File: src/rtl/addr_win_pkg.sv
package addr_win_pkg;
  typedef enum logic [1:0] {
    FLD_BASE = 2'd0,
    FLD_MASK = 2'd1,
    FLD_XLAT = 2'd2,
    FLD_CTRL = 2'd3
  } fld_e;

  typedef struct packed {
    logic xen;
    logic io;
  } ctrl_t;

  typedef enum logic [1:0] {
    ST_IDLE = 2'd0,
    ST_WAIT = 2'd1,
    ST_DONE = 2'd2
  } seq_e;
endpackage

File: src/rtl/win_regs.sv
module win_regs
  import addr_win_pkg::*;
#(
  parameter int CMP_BITS = 20,
  parameter logic [CMP_BITS-1:0] BASE_RST = '0,
  parameter logic [CMP_BITS-1:0] MASK_RST = '0,
  parameter logic [CMP_BITS-1:0] XLAT_RST = '0,
  parameter logic [1:0] CTRL_RST = '0
) (
  input  logic                clk_i,
  input  logic                rst_ni,
  input  logic                we_i,
  input  logic [1:0]          fld_i,
  input  logic [CMP_BITS-1:0] data_i,
  output logic [CMP_BITS-1:0] base_o,
  output logic [CMP_BITS-1:0] mask_o,
  output logic [CMP_BITS-1:0] xlat_o,
  output ctrl_t               ctrl_o
);
  always_ff @(posedge clk_i or negedge rst_ni) begin
    if (!rst_ni) begin
      base_o <= BASE_RST;
      mask_o <= MASK_RST;
      xlat_o <= XLAT_RST;
      ctrl_o <= ctrl_t'(CTRL_RST);
    end else if (we_i) begin
      case (fld_e'(fld_i))
        FLD_BASE: base_o <= data_i;
        FLD_MASK: mask_o <= data_i;
        FLD_XLAT: xlat_o <= data_i;
        default:  ctrl_o <= ctrl_t'(data_i[1:0]);
      endcase
    end
  end

  // a mask write lands on the next edge
  assert_wr_mask_R10: assert property (@(posedge clk_i) disable iff (!rst_ni)
    (we_i && fld_i == 2'd1) |=> (mask_o == $past(data_i)));
  assert_wr_hold_R10: assert property (@(posedge clk_i) disable iff (!rst_ni)
    !we_i |=> ($stable(base_o) && $stable(mask_o) && $stable(xlat_o)));
endmodule

File: src/rtl/win_match.sv
module win_match
  import addr_win_pkg::*;
#(
  parameter int CMP_BITS  = 20,
  parameter int XLAT_IMPL = 1
) (
  input  logic [CMP_BITS-1:0] addr_hi_i,
  input  logic                io_i,
  input  logic [CMP_BITS-1:0] base_i,
  input  logic [CMP_BITS-1:0] mask_i,
  input  logic [CMP_BITS-1:0] xlat_i,
  input  ctrl_t               ctrl_i,
  output logic                hit_o,
  output logic [CMP_BITS-1:0] xaddr_o
);
  logic enabled, bits_eq, space_eq;

  assign enabled  = |mask_i;
  assign bits_eq  = ((addr_hi_i ^ base_i) & mask_i) == '0;
  assign space_eq = io_i == ctrl_i.io;
  assign hit_o    = enabled && bits_eq && space_eq;

  assign xaddr_o = (XLAT_IMPL != 0 && ctrl_i.xen)
                   ? ((addr_hi_i & ~mask_i) | (xlat_i & mask_i))
                   : addr_hi_i;

  // all-zero mask never hits
  assert_off_nohit_R3: assert final (!(mask_i == '0 && hit_o));
endmodule

File: src/rtl/prio_sel.sv
module prio_sel #(
  parameter int NUM_WIN  = 5,
  parameter int CMP_BITS = 20,
  localparam int IDX_W   = $clog2(NUM_WIN + 1)
) (
  input  logic [NUM_WIN-1:0]  hit_i,
  input  logic [CMP_BITS-1:0] xaddr_i [NUM_WIN],
  output logic                any_o,
  output logic [NUM_WIN-1:0]  hitv_o,
  output logic [IDX_W-1:0]    idx_o,
  output logic [CMP_BITS-1:0] xaddr_o
);
  // descending scan so the lowest window is written last and wins
  always_comb begin
    any_o   = 1'b0;
    hitv_o  = '0;
    idx_o   = '0;
    xaddr_o = '0;
    for (int i = NUM_WIN - 1; i >= 0; i--) begin
      if (hit_i[i]) begin
        any_o     = 1'b1;
        hitv_o    = '0;
        hitv_o[i] = 1'b1;
        idx_o     = IDX_W'(i + 1);
        xaddr_o   = xaddr_i[i];
      end
    end
  end


  assert_onehot_sel_R5: assert final ($onehot0(hitv_o));
endmodule

File: src/rtl/addr_win_dec.sv
module addr_win_dec
  import addr_win_pkg::*;
#(
  parameter int ADDR_W    = 32,
  parameter int CMP_BITS  = 20,
  parameter int NUM_WIN   = 5,
  parameter int XLAT_IMPL = 1,
  parameter logic [NUM_WIN-1:0] WIN_PRESENT = 5'b00011,
  parameter logic [NUM_WIN*CMP_BITS-1:0] BASE_RST =
    {20'h00000, 20'h00000, 20'h00000, 20'h80000, 20'h00000},
  parameter logic [NUM_WIN*CMP_BITS-1:0] MASK_RST =
    {20'h00000, 20'h00000, 20'h00000, 20'h80000, 20'h80000},
  parameter logic [NUM_WIN*CMP_BITS-1:0] XLAT_RST = '0,
  parameter logic [NUM_WIN*2-1:0] CTRL_RST = '0,
  localparam int IDX_W = $clog2(NUM_WIN + 1),
  localparam int LO_W  = ADDR_W - CMP_BITS
) (
  input  logic                clk_i,
  input  logic                rst_ni,
  input  logic                in_valid_i,
  output logic                in_ready_o,
  input  logic [ADDR_W-1:0]   in_addr_i,
  input  logic                in_io_i,
  input  logic [1:0]          ws_sel_i,
  input  logic                cfg_we_i,
  input  logic [IDX_W-1:0]    cfg_win_i,
  input  logic [1:0]          cfg_fld_i,
  input  logic [CMP_BITS-1:0] cfg_data_i,
  output logic                out_valid_o,
  input  logic                out_ready_i,
  output logic                out_hit_o,
  output logic [NUM_WIN-1:0]  out_hitv_o,
  output logic [IDX_W-1:0]    out_idx_o,
  output logic [ADDR_W-1:0]   out_addr_o
);
  logic [CMP_BITS-1:0] addr_hi;
  logic [LO_W-1:0]     addr_lo;
  assign addr_hi = in_addr_i[ADDR_W-1 -: CMP_BITS];
  assign addr_lo = in_addr_i[LO_W-1:0];

  logic [CMP_BITS-1:0] base  [NUM_WIN];
  logic [CMP_BITS-1:0] mask  [NUM_WIN];
  logic [CMP_BITS-1:0] xlat  [NUM_WIN];
  logic [CMP_BITS-1:0] xaddr [NUM_WIN];
  ctrl_t               ctrl  [NUM_WIN];
  logic [NUM_WIN-1:0]  hit;

  for (genvar w = 0; w < NUM_WIN; w++) begin : g_win
    localparam bit PRES = (w == 0) || WIN_PRESENT[w];
    if (PRES) begin : g_on
      win_regs #(
        .CMP_BITS (CMP_BITS),
        .BASE_RST (BASE_RST[w*CMP_BITS +: CMP_BITS]),
        .MASK_RST (MASK_RST[w*CMP_BITS +: CMP_BITS]),
        .XLAT_RST (XLAT_RST[w*CMP_BITS +: CMP_BITS]),
        .CTRL_RST (CTRL_RST[w*2 +: 2])
      ) u_regs (
        .clk_i  (clk_i),
        .rst_ni (rst_ni),
        .we_i   (cfg_we_i && (cfg_win_i == IDX_W'(w + 1))),
        .fld_i  (cfg_fld_i),
        .data_i (cfg_data_i),
        .base_o (base[w]),
        .mask_o (mask[w]),
        .xlat_o (xlat[w]),
        .ctrl_o (ctrl[w])
      );
    end else begin : g_off
      assign base[w] = '0;
      assign mask[w] = '0;
      assign xlat[w] = '0;
      assign ctrl[w] = '0;
    end

    win_match #(
      .CMP_BITS  (CMP_BITS),
      .XLAT_IMPL (XLAT_IMPL)
    ) u_match (
      .addr_hi_i (addr_hi),
      .io_i      (in_io_i),
      .base_i    (base[w]),
      .mask_i    (mask[w]),
      .xlat_i    (xlat[w]),
      .ctrl_i    (ctrl[w]),
      .hit_o     (hit[w]),
      .xaddr_o   (xaddr[w])
    );
  end

  logic                sel_any;
  logic [NUM_WIN-1:0]  sel_hitv;
  logic [IDX_W-1:0]    sel_idx;
  logic [CMP_BITS-1:0] sel_xaddr;

  prio_sel #(
    .NUM_WIN  (NUM_WIN),
    .CMP_BITS (CMP_BITS)
  ) u_prio (
    .hit_i   (hit),
    .xaddr_i (xaddr),
    .any_o   (sel_any),
    .hitv_o  (sel_hitv),
    .idx_o   (sel_idx),
    .xaddr_o (sel_xaddr)
  );

  seq_e               state;
  logic [1:0]         cnt;
  logic               r_hit;
  logic [NUM_WIN-1:0] r_hitv;
  logic [IDX_W-1:0]   r_idx;
  logic [ADDR_W-1:0]  r_addr;

  // result snapshot taken at acceptance, then held through the wait states
  always_ff @(posedge clk_i or negedge rst_ni) begin
    if (!rst_ni) begin
      state  <= ST_IDLE;
      cnt    <= '0;
      r_hit  <= 1'b0;
      r_hitv <= '0;
      r_idx  <= '0;
      r_addr <= '0;
    end else begin
      case (state)
        ST_IDLE: if (in_valid_i) begin
          state  <= ST_WAIT;
          cnt    <= (ws_sel_i == 2'd0) ? 2'd0 : ws_sel_i - 2'd1;
          r_hit  <= sel_any;
          r_hitv <= sel_hitv;
          r_idx  <= sel_idx;
          r_addr <= {(sel_any ? sel_xaddr : addr_hi), addr_lo};
        end
        ST_WAIT: begin
          if (cnt == 2'd0) state <= ST_DONE;
          else             cnt   <= cnt - 2'd1;
        end
        ST_DONE: if (out_ready_i) state <= ST_IDLE;
        default: state <= ST_IDLE;
      endcase
    end
  end

  assign in_ready_o  = state == ST_IDLE;
  assign out_valid_o = state == ST_DONE;
  assign out_hit_o   = r_hit;
  assign out_hitv_o  = r_hitv;
  assign out_idx_o   = r_idx;
  assign out_addr_o  = r_addr;

  // checker-side tracking of latency and raw request address
  logic [2:0]        chk_lat;
  logic [1:0]        chk_ws;
  logic [ADDR_W-1:0] chk_addr;
  always_ff @(posedge clk_i or negedge rst_ni) begin
    if (!rst_ni) begin
      chk_lat  <= '0;
      chk_ws   <= 2'd1;
      chk_addr <= '0;
    end else if (in_valid_i && in_ready_o) begin
      chk_lat  <= '0;
      chk_ws   <= (ws_sel_i == 2'd0) ? 2'd1 : ws_sel_i;
      chk_addr <= in_addr_i;
    end else if (!in_ready_o) begin
      chk_lat  <= chk_lat + 3'd1;
    end
  end

  assert_latency_R8: assert property (@(posedge clk_i) disable iff (!rst_ni)
    $rose(out_valid_o) |-> (chk_lat == {1'b0, chk_ws}));
  assert_single_R9: assert property (@(posedge clk_i) disable iff (!rst_ni)
    !(in_ready_o && out_valid_o));
  assert_hold_R9: assert property (@(posedge clk_i) disable iff (!rst_ni)
    (out_valid_o && !out_ready_i) |=>
      (out_valid_o && $stable(out_addr_o) && $stable(out_hitv_o) && $stable(out_idx_o)));
  assert_onehot_R5: assert property (@(posedge clk_i) disable iff (!rst_ni)
    out_valid_o |-> ($onehot0(out_hitv_o) && (out_hit_o == (out_idx_o != '0))));
  assert_miss_pass_R6: assert property (@(posedge clk_i) disable iff (!rst_ni)
    (out_valid_o && !out_hit_o) |-> (out_addr_o == chk_addr));
  assert_low_pass_R2: assert property (@(posedge clk_i) disable iff (!rst_ni)
    out_valid_o |-> (out_addr_o[LO_W-1:0] == chk_addr[LO_W-1:0]));
endmodule

File: config.mk
export PLATFORM = sky130hd
export DESIGN_NAME = addr_win_dec
export DESIGN_NICKNAME = d
export VERILOG_FILES = /design/src/rtl/addr_win_pkg.sv /design/src/rtl/win_regs.sv /design/src/rtl/win_match.sv /design/src/rtl/prio_sel.sv /design/src/rtl/addr_win_dec.sv
export SDC_FILE = /design/constraint.sdc
export NUM_CORES = 1
export LEC_CHECK = 0
export BUFFER_PORTS_ARGS = -buffer_cell sky130_fd_sc_hd__buf_2
export CAP_MARGIN = 20
export CORE_AREA = 4 4 163 118
export DETAILED_ROUTE_END_ITERATION = 8
export DIE_AREA = 0 0 167 122
export SYNTH_ARGS = -nofsm -noshare
export SYNTH_HDL_FRONTEND = slang
export SYNTH_SLANG_ARGS = --single-unit
File: constraint.sdc
create_clock -name clk_i -period 3.89 [get_ports clk_i]
set_input_delay 0.5835 -clock clk_i [delete_from_list [all_inputs] [get_ports clk_i]]
set_output_delay 0.5835 -clock clk_i [all_outputs]
set_load 0.01 [all_outputs]
Word level (Yosys, flattened, before mapping)
Cells that the tools add are included.

Bits in registers: 169. Input bits: 65. Output and inout bits: 43. Logic and storage cells: 89.

Add/sub/neg operators: 2. Equality and inequality tests: 12. Multiplexer cells: 19. Bitwise logic cells: 13. Reduce and logical (&&, ||, !) cells: 27.

Operators with widths (count): bitwise AND 20 bit (6); 2-to-1 mux 20 bit (5); zero test 20 bit (2); NOT 20 bit (2); OR 20 bit (2); OR reduction 20 bit (2); XOR 20 bit (2); 2-to-1 mux 2 bit (10); AND reduction 2 bit (9); zero test 2 bit (4); logical AND 1 bit (6); inequality test 2 bit, second input constant (3); case mux 2 bit (3 select lines) (1); AND reduction 3 bit (2); == test 2 x 1 -> 1 bit, second input constant (2); == test 2 bit, second input constant (2); case mux 2 bit (2 select lines) (1); subtractor 2 x 1 -> 2 bit, second input constant (2); == test 3 x 1 -> 1 bit, second input constant (1); == test 3 x 2 -> 1 bit, second input constant (1); OR reduction 3 bit (1); == test 1 bit (2); 2-to-1 mux 1 bit (2); inequality test 2 x 1 -> 1 bit, second input constant (1); other kinds (2) (2).

Depth between registers and ports, before layout
Gate-level depths: netlist of run 1.

Depth after elaboration: 8. Depth in mapped cells: 8. Gate-level depth less buffers: 6.

Cells and area by module
A second synthesis of run 1 with hierarchy kept.

Cells, all modules: 953. Area total of the unflattened synthesis: 11059.4 um^2.

By module, submodules not included: win_match (times used 5, cells each 82, area an instance 656.9 um^2, sequential area each 0.0 um^2); win_regs at g_win[1].g_on.u_regs (times used 1, cells each 134, area an instance 2494.9 um^2, sequential area each 1554.0 um^2); win_regs at g_win[0].g_on.u_regs (times used 1, cells each 134, area an instance 2493.6 um^2, sequential area each 1552.7 um^2); addr_win_dec (times used 1, cells each 157, area an instance 1954.4 um^2, sequential area each 1126.1 um^2); prio_sel (times used 1, cells each 118, area an instance 832.0 um^2, sequential area each 0.0 um^2).

Least setup slack after synthesis of run 1
No wires, ideal clock.

Kind: input port to flip-flop. From: input port in_addr_i[12]. To: register r_addr[12], in the netlist out_addr_o[12]. Setup time: 0.132 ns. Arrival: 2.136 ns. Path slack: 1.622 ns. Stages on the path: 8. Path buffers: 2. Cells stage by stage: xor2_1 -> a222oi_1 -> nand3_1 -> or4_1 -> buf_6 -> buf_12 -> mux2i_1 -> o21ai_1.

Longest elaborated chain between the ends: 8. Elaborated cells on any way between the ends: 21. Those cells by class: 7 x mux; 8 x bitwise; 6 x reduce/logical.

RTL lines: start: declaration (RTL line addr_win_dec.sv:22) `input logic [ADDR_W-1:0] in_addr_i,`; XOR 20 bit (RTL line win_match.sv:19) `assign bits_eq = ((addr_hi_i ^ base_i) & mask_i) == '0;`; bitwise AND 20 bit (RTL line win_match.sv:19); zero test 20 bit (RTL line win_match.sv:19); logical AND 1 bit (2 in a row) (RTL line win_match.sv:21) `assign hit_o = enabled && bits_eq && space_eq;`; 2-to-1 mux 20 bit or 2-to-1 mux 1 bit (tied branches) (2 in a row) (RTL line prio_sel.sv:20) `if (hit_i[i]) begin`; 2-to-1 mux 20 bit * (RTL line addr_win_dec.sv:131) `r_addr <= {(sel_any ? sel_xaddr : addr_hi), addr_lo};`; end signal: assignment (RTL line addr_win_dec.sv:131); end: declaration (RTL line addr_win_dec.sv:112) `logic [ADDR_W-1:0] r_addr;`.

Mark *: on every way between the ends. The rest lies on a longest branch, timed or not. A chain may end at the register's enable or synchronous reset.

Final worst setup path of run 1
From: register g_win[1].g_on.u_regs.base_o[19]. To: register r_addr[14], in the netlist out_addr_o[14].

Longest elaborated chain between the ends: 8. Elaborated cells on any way between the ends: 10. Those cells by class: 5 x mux; 2 x bitwise; 3 x reduce/logical.

RTL lines: start: declaration (RTL line win_regs.sv:15) `output logic [CMP_BITS-1:0] base_o,`; start signal: assignment (RTL line win_regs.sv:28) `FLD_BASE: base_o <= data_i;`; XOR 20 bit * (RTL line win_match.sv:19); bitwise AND 20 bit * (RTL line win_match.sv:19); zero test 20 bit * (RTL line win_match.sv:19); logical AND 1 bit * (2 in a row) (RTL line win_match.sv:21); 2-to-1 mux 20 bit or 2-to-1 mux 1 bit (tied branches) (2 in a row) (RTL line prio_sel.sv:20); 2-to-1 mux 20 bit * (RTL line addr_win_dec.sv:131).

Marked as above.

==> parameters.txt, run 1 <==
Parameter                              Value

Setup path
  Maximum single-stage delay on the critical path    0.90 ns
  Worst EP required    around 4.2 ns
  Critical path, cell by cell    xor2_1 -> a22oi_1 -> nand4_1 -> or4_1 -> buf_4 -> mux2i_1 -> o21ai_1
  Reg-to-reg critical path startpoint    g_win[1].g_on.u_regs.base_o[19]
  Kind of capture point of the worst setup path    flop
  Worst Setup Start Kind    flop
  Peak fanout along the critical path    12
  Critical Path Source    g_win[1].g_on.u_regs.base_o[19]
  Worst setup path category    flop to flop
  Worst Path Arrival    roughly 3.1 ns
  Critical path's slowest cell    or4_1

GRT
  Global routing usage summed across all routing layers    21.0%
  Wire length of the first global-routing pass    32,800 µm
  Total congestion overflow after global routing    0
  Vias in the first global route    5,710
  Initial antenna violation count    0
  Largest net degree at the start of global routing    97

Power
  Leakage power    4.38 nW
  Power Density    626 nW/µm²
  Power, Total    5.71 mW
  Peak VDD IR    ~0.00028 V

Run
  Max Cap Viol    0

CTS
  Level count of the clock H-tree    4
  CTS buffer count    17
  Maximum number of buffers from clock root to sink    2
  Number of buffers added for setup after CTS    0
  Hold_buf cts    0
  Clock slew at the register clock pins of the worst setup and hold paths    0.06 ns
  Post-cts gate resize count    0
  Clock Sinks    163
  Clk Latency, worst-skew pair    0.43 ns
  Buffer cell driving the clock tree root    clkbuf_16
  TritonCTS clock tree    yes

Placed design
  Buffers added on ports    103
  Post-DP HPWL    13,900 µm
  Placer's final routability congestion estimate    0.829

Detailed routing
  DRC viols    0
  Routed via count divided by cell count    5.62
  First-iteration detailed-routing DRC count    430
  Routed via count    5,570
  Post-detailed-routing wire length    around 21,000 µm
  Antenna viol nets, final    0
  Number of iterations in the first detailed-routing pass    4
  Wirelength per Cell    21.0 µm

Floorplan
  Die width    167 µm
  Effective utilization at floorplan    44.1%
  Area of the core    17,700 µm²
  Die footprint    20,400 µm²
  Placement row count    41
  Num ports    108
  Die Y    122 µm

STA
  Setup total negative slack    0 ns
  Worst setup skew after layout    0.00852 ns
  Period Utilization, post-route    73.5%
  Final hold violation count    0
  Max-slew violation total from the final report    0
  Total of endpoints with negative setup slack in the final report    0
  Unrepaired setup endpoints after global routing    no
  Slew at the pin closest to its max-slew limit    0.980 ns
  Max Clk Rate    between 300 and 400 MHz
  Fin crit period    2.86 ns
  Max-slew headroom at the worst pin    34.7%

Final layout
  Number of nets in the layout    between 800 and 900
  Fraction of final layout cells with drive strength greater than 1    40.9%
  Ant diodes    0
  Layout area overhead    17.0%
  Final standard cell utilization of the core    51.6%

Synthesis
  Number of synthesized flops with an enable pin    0
  Syn Area/Cell    12.1 µm²
  Seq/Total Area, Yosys    52.4%
  Flip-flop and latch count after synthesis    163
  Yosys Warn Count    0
  Combined area of all synthesized cells    7800 µm²
  Post-synthesis cell type count    34
  Post-synthesis async set-or-reset flop share    100%
  Synth Instances    643
  Top flip-flop cell by instance count after synthesis    dfrtp_1

Hold path
  Class of the tightest hold or removal check    input port to asynchronous set/reset pin

Run status
  Outcome    completed
==> layout by cell type (no fill, tap or decap), types with 2 or more instances in the layout <==
master / Yosys / final
buf_4: 6 / 12
clkinvlp_4: 0 / 3
nand2_1: 72 / 71
nand3_1: 26 / 26
clkbuf_16: 0 / 17
a222oi_1: 2 / 2
a21oi_1: 23 / 23
dfrtp_1: 160 / 159
clkinv_2: 0 / 3
bufinv_16: 0 / 3
clkbuf_8: 0 / 3
nor2b_1: 4 / 4
clkbuf_1: 27 / 3
inv_1: 5 / 5
nand4_1: 2 / 2
o21ai_1: 19 / 19
nor2_1: 5 / 5
xor2_1: 42 / 42
conb_1: 1 / 4
buf_2: 0 / 102
and3_1: 2 / 2
mux2_2: 157 / 157
dfstp_2: 3 / 3
a22oi_1: 36 / 36
nor4bb_1: 2 / 2
mux2i_1: 20 / 20
nor4_1: 10 / 10
o21ai_0: 5 / 5
==> critical path: cells and delay by family (launching register included) <==
family | cells | cell delay, ns
multiplexers | 1 | 0.21
AND/OR/NAND/NOR | 2 | 1.06
AO/OA/AOI/OAI | 2 | 0.45
buffers and inverters | 1 | 0.39
flip-flops | 1 | 0.53
XOR/XNOR | 1 | 0.06
==> report_power, final <==
part           switching, mW  total [mW]  internal (mW)
clock                  0.660        1.72           1.06
sequential             0.386        2.53           2.15
combinational          0.762        1.46          0.698
total                   1.81        5.71           3.90
==> flip-flops by register name, indices dropped and copies added, names as in the netlist <==
signal                    flops
g_win.g_on.u_regs.base_o     40
g_win.g_on.u_regs.mask_o     40
g_win.g_on.u_regs.xlat_o     40
out_addr_o                   32
g_win.g_on.u_regs.ctrl_o      4
cnt                           2
out_hitv_o                    2
state                         2
out_hit_o                     1
==> stage by stage <==
| stage | worst slack (ns) | hold slack [ns] | area [µm²] | std cells |
|---|---|---|---|---|
| 2_1_floorplan | 1.62 | 0.288 | 7810 | 646 |
| 6_report | 1.03 | 0.203 | 9130 | 991 |
| 4_1_cts | 1.08 | 0.281 | 9130 | 991 |
| 3_5_place_dp | 0.758 | 0.480 | 8520 | 959 |
| 5_1_grt | 0.983 | 0.307 | 9130 | 991 |
| 3_3_place_gp | 0.846 | 0.468 | 8520 | 959 |
==> final cells by class <==
cell class | count | area, µm²
Clock buffer | 23 | 478
Clock inverter | 9 | 128
Fill cell | 1575 | 8570
Inverter | 5 | 18.8
Multi-Input combinational cell | 440 | 3510
Sequential cell | 163 | 4080
Tap cell | 236 | 295
Timing Repair Buffer | 115 | 612
==> per-layer routing <==
| layer | vias up | GRT usage (%) | part of all wire [%] |
|---|---|---|---|
| met3 | 21 | 4.28 | 4.2 |
| met5 | - | 0 | 0 |
| li1 | 2498 | - | - |
| met4 | 0 | 6.34 | 1.2 |
| met1 | 2901 | 30.9 | 49 |
| met2 | 150 | 31.5 | 45 |
==> path summary, 6_finish.rpt <==
check	slack, ns	depth (start not counted)	to
max	1.03	7	out_addr_o[14]
min	0.20	1	out_addr_o[11]
max reg2reg	1.03	7	out_addr_o[14]
min reg2reg	0.49	2	out_hit_o
max in group asynchronous	2.71	2	g_win[0].g_on.u_regs.mask_o[13]
min in group clk_i	0.38	2	out_addr_o[8]
==> cell families after synthesis <==
group                      share of synthesized area [%]
muxes                                               25.2
adders and majority gates                          0.160
other                                             0.0481
xor gates and xnor gates                            4.72
buffers and inverters                               2.87
and+or+nand+nor                                     7.40
DFF                                                 52.4
AOI/OAI and AO/OA                                   7.20
==> synth_stat cells (all sizes together) (2+ instances only) <==
master / instances / area, µm²
buf: 11 / 104
mux2: 157 / 1770
nand4: 2 / 12.5
and3: 2 / 12.5
nor2b: 4 / 25.0
xor2: 42 / 368
nand2: 72 / 270
inv: 5 / 18.8
nor4bb: 2 / 20.0
dfstp: 3 / 78.8
a22oi: 36 / 270
mux2i: 20 / 200
a21oi: 23 / 115
a222oi: 2 / 20.0
o21ai: 24 / 120
dfrtp: 160 / 4000
nand3: 26 / 130
clkbuf: 27 / 101
nor2: 5 / 18.8
nor4: 10 / 62.6
(Power assumes the default switching activity.)
==> inputs of run 2 (changes only) <==
Clock period 3.89 ns to 2.8 ns, I/O delays scaled along.
==> run 2 against run 1 <==
Net effect:
- the run now ends with negative hold slack left
- first-iteration DRC count rose by 5.3%
- sequential power grew 36%
- global-route usage shrank 0.19 points
- cell count is 0.50% higher
- clock power grew 56%
- combinational power is 46% higher
- power rose by 45%
- critical path type unchanged
- non-clock buffer count up 5
- via count shrank 0.23%
- wire length decreased by 0.13%
- hold slack worse by 0.20 ns
==> parameters.txt, run 2 (same netlist as run 1, synthesis figures left out) <==
Parameter                              Value

Run status
  Outcome    finished, violations left
  Violations in the final reports    negative hold slack

Setup path
  Worst Setup Start Kind    flop
  Worst setup path category    flop to flop
  Critical path's slowest cell    or4_1
  Critical path, cell by cell    xor2_1 -> a22oi_1 -> nand4_1 -> or4_1 -> buf_4 -> mux2i_1 -> o21ai_1
  Worst EP required    3.10 ns (-1.06 ns)
  Peak fanout along the critical path    11 (-1)
  Maximum single-stage delay on the critical path    0.54 ns (-0.36 ns)
  Critical register-to-register path endpoint    out_addr_o[21]
  Worst Path Arrival    2.53 ns (-0.60 ns)
  Kind of capture point of the worst setup path    flop
  Worst setup slack for register-to-register paths    0.57 ns (-0.46 ns)
  Worst Reg2Reg Path Length in Cells    7 (unchanged)
  Reg-to-reg critical path startpoint    g_win[1].g_on.u_regs.base_o[7]

Run
  Max Cap Viol    0 (unchanged)

Floorplan
  Die footprint    20,400 µm² (unchanged)
  Die Y    122 µm (unchanged)
  Area of the core    17,700 µm² (unchanged)
  Num ports    108 (unchanged)
  Placement row count    41 (unchanged)
  Effective utilization at floorplan    44.1% (unchanged)
  Die width    167 µm (unchanged)

Power
  Power Density    891 nW/µm² (+42%)
  Peak VDD IR    0.000399 V (+44%)
  Leakage power    4.45 nW (+1.7%)
  Power, Total    8.26 mW (+45%)

Placed design
  Placer's final routability congestion estimate    0.849 (+2.4%)
  Buffers added on ports    103 (unchanged)
  Worst slack, placed    0.410 ns (-0.348 ns)
  Post-DP HPWL    14,200 µm (+2.2%)

Detailed routing
  Antenna viol nets, final    0 (unchanged)
  Number of iterations in the first detailed-routing pass    5 (+1)
  DRC viols    0 (unchanged)
  First-iteration detailed-routing DRC count    453 (+5.3%)
  Routed via count    5,557 (-0.23%)
  Post-detailed-routing wire length    20,800 µm (-0.13%)
  Wirelength per Cell    20.9 µm (-0.63%)
  Routed via count divided by cell count    5.58 (-0.73%)

STA
  Final worst setup slack    0.573 ns (-0.459 ns)
  Setup total negative slack    0 ns (unchanged)
  Worst setup skew after layout    0.00786 ns (-0.000668 ns)
  Max Clk Rate    449 MHz (+28%)
  Final hold violation count    1 (+1)
  Fin crit period    2.23 ns (-0.631 ns)
  Period Utilization, post-route    79.5% (+6.1 points)
  Post-route worst hold slack    -0.000156 ns (-0.203 ns)
  Total of endpoints with negative setup slack in the final report    0 (unchanged)
  Max-slew violation total from the final report    0 (unchanged)
  Max-slew headroom at the worst pin    54.2% (+20 points)
  Unrepaired setup endpoints after global routing    no
  Slew at the pin closest to its max-slew limit    0.677 ns (-0.302 ns)

GRT
  Wire length of the first global-routing pass    32,700 µm (-0.46%)
  Vias in the first global route    5,690 (-0.35%)
  Largest net degree at the start of global routing    71 (-27%)
  Total congestion overflow after global routing    0 (unchanged)
  Initial antenna violation count    0 (unchanged)
  Global routing usage summed across all routing layers    20.8% (-0.19 points)

CTS
  Post-cts gate resize count    0 (unchanged)
  Buffer cell driving the clock tree root    clkbuf_16
  Hold_buf cts    0 (unchanged)
  Clock Sinks    163 (unchanged)
  Level count of the clock H-tree    4 (unchanged)
  Clk Latency, worst-skew pair    0.43 ns (about the same)
  TritonCTS clock tree    yes
  CTS buffer count    17 (unchanged)
  Number of buffers added for setup after CTS    0 (unchanged)
  Maximum number of buffers from clock root to sink    2 (unchanged)
  Clock slew at the register clock pins of the worst setup and hold paths    0.06 ns (about the same)

Final layout
  Storage cell area    4080 µm² (about the same)
  Layout area overhead    19.0%
  Largest registers ranked by flip-flop count    g_win.g_on.u_regs.base_o: 40 flops, g_win.g_on.u_regs.mask_o: 40 flops, g_win.g_on.u_regs.xlat_o: 40 flops
  Number of nets in the layout    813 (+0.62%)
  Number of fill cells    1,557 (-1.1%)
  Fraction of final layout cells with drive strength greater than 1    41.6% (+0.65 points)
  Final standard cell utilization of the core    52.4% (+0.86 points)
  Area of the multi-input gates    3510 µm² (unchanged)
  Most common cell after layout, fill and taps aside    dfrtp_1
  Ant diodes    0 (unchanged)
  Most frequent cells in the layout    160 x dfrtp_1, 157 x mux2_2, 102 x buf_2

Hold path
  Class of the tightest hold or removal check    input port to asynchronous set/reset pin
## run 2: cell types whose count changed in the layout (fill, tap and decap cells not counted), sizes merged
cell / previous run / this run
buf: 115 / 120
clkbuf: 23 / 19
bufinv: 3 / 6
clkinv: 3 / 4
## run 2: power by group
| part | switching (mW) | total, mW | internal, mW |
|---|---|---|---|
| logic | 1.12 | 2.13 | 1.02 |
| clock network | 0.957 | 2.68 | 1.72 |
| registers | 0.466 | 3.45 | 2.98 |
## run 2: stage by stage
step,std cells,area [µm²]
2_1_floorplan,646,7810
3_3_place_gp,964,8590
3_5_place_dp,964,8590
4_1_cts,996,9280
5_1_grt,996,9280
6_report,996,9280
## run 2: layout make-up
| type | count | area share, % |
|---|---|---|
| Multi-Input combinational cell | 440 | 37.8 |
| Timing Repair Buffer | 120 | 7.40 |
| Inverter | 5 | 0.202 |
| Tap cell | 236 | 3.18 |
| Sequential cell | 163 | 44.0 |
| Clock buffer | 19 | 4.88 |
| Clock inverter | 13 | 2.48 |
## run 2: metal layers
metal | vias to the layer above | part of all wire (%) | wire length, µm | track usage (%)
met5 | - | 0 | 0 | 0
met4 | 0 | 1.1 | 225 | 5.26
met3 | 22 | 5.7 | 1180 | 4.48
met2 | 181 | 46 | 9580 | 32.3
met1 | 2839 | 47 | 9810 | 30.0
li1 | 2515 | - | - | -
## run 2: worst max path at each step
stage	startpoint	to	depth (start not counted)
final	g_win[1].g_on.u_regs.base_o[7]	out_addr_o[21]	7
after global routing	g_win[0].g_on.u_regs.base_o[8]	out_addr_o[22]	7
after CTS	g_win[1].g_on.u_regs.base_o[7]	out_addr_o[21]	7
after detailed placement	in_addr_i[19]	out_addr_o[21]	8
after global placement	in_addr_i[19]	out_addr_o[31]	8
after floorplan	in_addr_i[12]	out_addr_o[12]	8
## run 2: critical path: cells and delay by family, from the launching register on
kind	cells	cell delay [ns]
mux	1	0.19
flops	1	0.38
compound gates	2	0.44
buf+inv	1	0.23
xor+xnor	1	0.17
simple gates	2	0.68
==> inputs of run 3 (changes only) <==
Settings changed: ABC_AREA from default to 1, CORE_AREA 4 4 163 118 to 4 4 168 121, DIE_AREA 0 0 167 122 to 0 0 172 125, PLACE_DENSITY from default to 0.66.
Clock period 2.8 ns to 1.82 ns, I/O delays scaled along.
==> run 3 against run 2 <==
Net effect:
- global-route usage increased by 2.1 points
- clock-buffer cell count decreased by 1
- sequential power increased by 54%
- sequential share of layout area decreased by 5.6 points
- the flow finishes with violations (negative setup slack)
- critical path type unchanged
- clock skew decreased by 0.00050 ns
- largest cell class unchanged
- largest power group unchanged
- non-clock buffer count increased by 88
- design area increased by 15%
- flip-flop and latch count unchanged
- fmax increased by 18%
- power increased by 61%
==> parameters.txt, run 3 <==
Parameter                              Value

Setup path
  Worst EP required    2.14 ns (-0.96 ns)
  Worst setup path category    flop to flop
  Worst Path Arrival    2.20 ns (-0.33 ns)
  Count of buffer and inverter cells on the critical path    1 (unchanged)
  Maximum single-stage delay on the critical path    0.40 ns (-0.14 ns)
  Reg-to-reg critical path startpoint    g_win[0].g_on.u_regs.base_o[0]
  Depth of the critical timing path with buffers and inverters included    10 (+3)
  Worst setup slack for register-to-register paths    -0.07 ns (-0.64 ns)
  Critical path's slowest cell    dfrtp_1
  Worst Setup Start Kind    flop
  Cell mode on critical path    nor2_1
  Critical register-to-register path endpoint    out_addr_o[21]
  Worst Reg2Reg Path Length in Cells    10 (+3)
  Largest delay share family, worst path    simple AND/OR/NAND/NOR gates
  Critical path, cell by cell    or2_1 -> nand3_2 -> nand4_1 -> nor2_4 -> nand2_8 -> clkbuf_16 -> nand3_1 -> nand2_1 -> nor2_1 -> nor2_1
  Peak fanout along the critical path    8 (-3)
  Kind of capture point of the worst setup path    flop

CTS
  Level count of the clock H-tree    4 (unchanged)
  Clk Latency, worst-skew pair    0.43 ns (about the same)
  Buffer cell driving the clock tree root    clkbuf_16
  CTS buffer count    17 (unchanged)
  Maximum number of buffers from clock root to sink    2 (unchanged)
  Clock Sinks    163 (unchanged)
  Clock slew at the register clock pins of the worst setup and hold paths    0.07 ns (about the same)
  TritonCTS clock tree    yes

STA
  Final hold violation count    0 (-1)
  Unrepaired setup endpoints after global routing    yes
  Period Utilization, post-route    104% (+24 points)
  Fin crit period    1.89 ns (-0.341 ns)
  Max-slew violation total from the final report    0 (unchanged)
  Final worst setup slack    -0.0658 ns (-0.639 ns)
  Total of endpoints with negative setup slack in the final report    15 (+15)
  Max Clk Rate    530 MHz (+18%)
  Worst setup skew after layout    0.00735 ns (-0.000502 ns)

Synthesis
  Yosys top cell area share    48.2% (-3.2 points)
  Syn Area/Cell    7.59 µm² (-37%)
  Number of synthesized flops with an enable pin    0 (unchanged)
  Most common cell in the netlist    nand2_1
  Post-synthesis cell type count    32 (-5.9%)
  Post-synthesis async set-or-reset flop share    100% (unchanged)
  Seq/Total Area, Yosys    49.1% (-3.2 points)
  Dominant cells by area after synthesis    dfrtp_1 48%, nand2_1 15%, o21ai_0 7.8%
  Top flip-flop cell by instance count after synthesis    dfrtp_1
  Post-Synth Adder-Cell Area    0.151% (-0.010 points)
  Combined area of all synthesized cells    8310 µm² (+6.6%)
  Compound-cell area share of the yosys netlist    14.9% (+7.7 points)
  Flip-flop and latch count after synthesis    163 (unchanged)
  Post-Synth Simple-Gate Area    28.0% (+21 points)
  Post-synth top cells    339 x nand2_1, 160 x dfrtp_1, 131 x nor2_1
  Synth Instances    1,095 (+70%)
  Xor/xnor share of the synthesized area    0.211% (-4.5 points)
  Cell type with the highest aggregate area in the netlist    dfrtp_1
  Share of synthesized area spent on multiplexers    0% (-25 points)
  Yosys Warn Count    0 (unchanged)
  Combinational family with the most area after synthesis    simple AND/OR/NAND/NOR gates

Detailed routing
  Antenna viol nets, final    0 (unchanged)
  Routed via count divided by cell count    5.13 (-8.1%)
  Number of iterations in the first detailed-routing pass    5 (unchanged)
  First-iteration detailed-routing DRC count    794 (+75%)
  Wirelength per Cell    16.2 µm (-22%)
  DRC viols    0 (unchanged)
  Post-detailed-routing wire length    24,700 µm (+19%)
  Routed via count    7,813 (+41%)

GRT
  Largest net degree at the start of global routing    44 (-38%)
  Vias in the first global route    7,050 (+24%)
  Global routing usage summed across all routing layers    23.0% (+2.1 points)
  Initial antenna violation count    0 (unchanged)
  Wire length of the first global-routing pass    38,700 µm (+18%)
  Total congestion overflow after global routing    0 (unchanged)

Floorplan
  Placement row count    42 (+2.4%)
  Die Y    125 µm (+2.5%)
  Die width    172 µm (+3.0%)
  Effective utilization at floorplan    44.4% (+0.38 points)
  Num ports    108 (unchanged)
  Die footprint    21,500 µm² (+5.5%)
  Area of the core    18,700 µm² (+5.7%)

Placed design
  Buffers added on ports    103 (unchanged)
  Worst slack, placed    -0.230 ns (-0.640 ns)
  Post-DP HPWL    16,900 µm (+19%)
  DP Cell Count    1,477 (+53%)
  Placer's final routability congestion estimate    0.841 (-0.88%)

Hold path
  Cell depth of the worst hold path    2
  Hold path endpoint    state[1]
  Class of the tightest hold or removal check    input port to flop
  Hold path start    out_ready_i

Power
  Power Density    1250 nW/µm² (+41%)
  Leakage power    5.43 nW (+22%)
  Peak VDD IR    0.000612 V (+53%)

Final layout
  Most common cell after layout, fill and taps aside    nand2_1
  Most frequent cells in the layout    334 x nand2_1, 159 x dfrtp_1, 130 x o21ai_0
  Fraction of final layout cells with drive strength greater than 1    26.2% (-15 points)
  Ant diodes    0 (unchanged)
  Number of standard cells in the layout, taps in and fillers out    1,524 (+53%)
  Number of nets in the layout    1,335 (+64%)
  Layout area overhead    27.9%
  Final standard cell utilization of the core    56.8% (+4.4 points)
  Largest registers ranked by flip-flop count    g_win.g_on.u_regs.base_o: 40 flops, g_win.g_on.u_regs.mask_o: 40 flops, g_win.g_on.u_regs.xlat_o: 40 flops

Run status
  Outcome    finished, violations left
  Violations in the final reports    negative setup slack

Run
  Max Cap Viol    0 (unchanged)
## run 3: final cells by class
type	instances	area (µm²)
clock buffer	18	439
clock inverter	14	176
fill	1723	8070
inverter	85	324
multi-input combinational	794	3820
sequential	163	4080
tap	242	303
timing repair buffer	208	1490
## run 3: timing repair
action,CTS,global route
hold endpoints to repair,36,0
pin swaps,6,25
setup buffers,5,6
endpoints found under the setup margin,21,20
gates cloned,1,2
hold buffers,1,0
resized for setup,7,49
## run 3: power breakdown
| part | internal, mW | switching [mW] | leakage, nW |
|---|---|---|---|
| sequential | 4.57 | 0.743 | 2.06 |
| combinational | 1.81 | 2.48 | 3.08 |
| clock | 2.21 | 1.52 | 0.297 |
## run 3: kinds of logic (layout without fill, tap and decap cells)
logic type / count (synthesis) / count (layout)
and+or+nand+nor: 571 / 572
AOI/OAI and AO/OA: 215 / 215
DFF: 163 / 163
buffers and inverters: 142 / 325
xor gates and xnor gates: 2 / 2
adders and majority gates: 1 / 1
other: 1 / 4
## run 3: worst reg2reg max path, stage by stage, from the launching register on
cell and delay [ns]:
dfrtp_1 0.40, or2_1 0.24, nand3_2 0.09, nand4_1 0.21, nor2_4 0.20, nand2_8 0.14
clkbuf_16 0.19, nand3_1 0.06, nand2_1 0.05, nor2_1 0.14, nor2_1 0.05
## run 3: how the worst max path moves through the flow
stage	from	endpoint	slack (ns)
after floorplan	state[0]	out_addr_o[16]	0.28
after global placement	in_addr_i[13]	out_addr_o[26]	-0.21
after detailed placement	in_addr_i[13]	out_addr_o[15]	-0.23
after CTS	g_win[0].g_on.u_regs.base_o[0]	out_addr_o[29]	-0.01
after global routing	g_win[0].g_on.u_regs.base_o[13]	out_addr_o[21]	-0.13
final	g_win[0].g_on.u_regs.base_o[0]	out_addr_o[21]	-0.07
## run 3: routing by layer
layer | share of wire [%] | track usage, % | vias to the layer above
met2 | 41 | 31.3 | 274
met5 | 0 | 0 | -
met3 | 8.4 | 6.22 | 18
met1 | 50 | 36.8 | 3626
met4 | 0.75 | 3.97 | 0
li1 | - | - | 3895
## run 3: per-stage QoR
stage                     TNS, ns  cell area (µm²)  total power, mW  hold slack (ns)
after floorplan                 0             8320             7.51          -0.0226
after global placement      -3.79             9630             9.15            0.241
after detailed placement    -4.03             9630             9.24            0.236
after CTS                 -0.0328            10300             13.1           0.0165
after global routing        -2.02            10600             14.2           0.0184
final                      -0.292            10600             13.3           0.0220
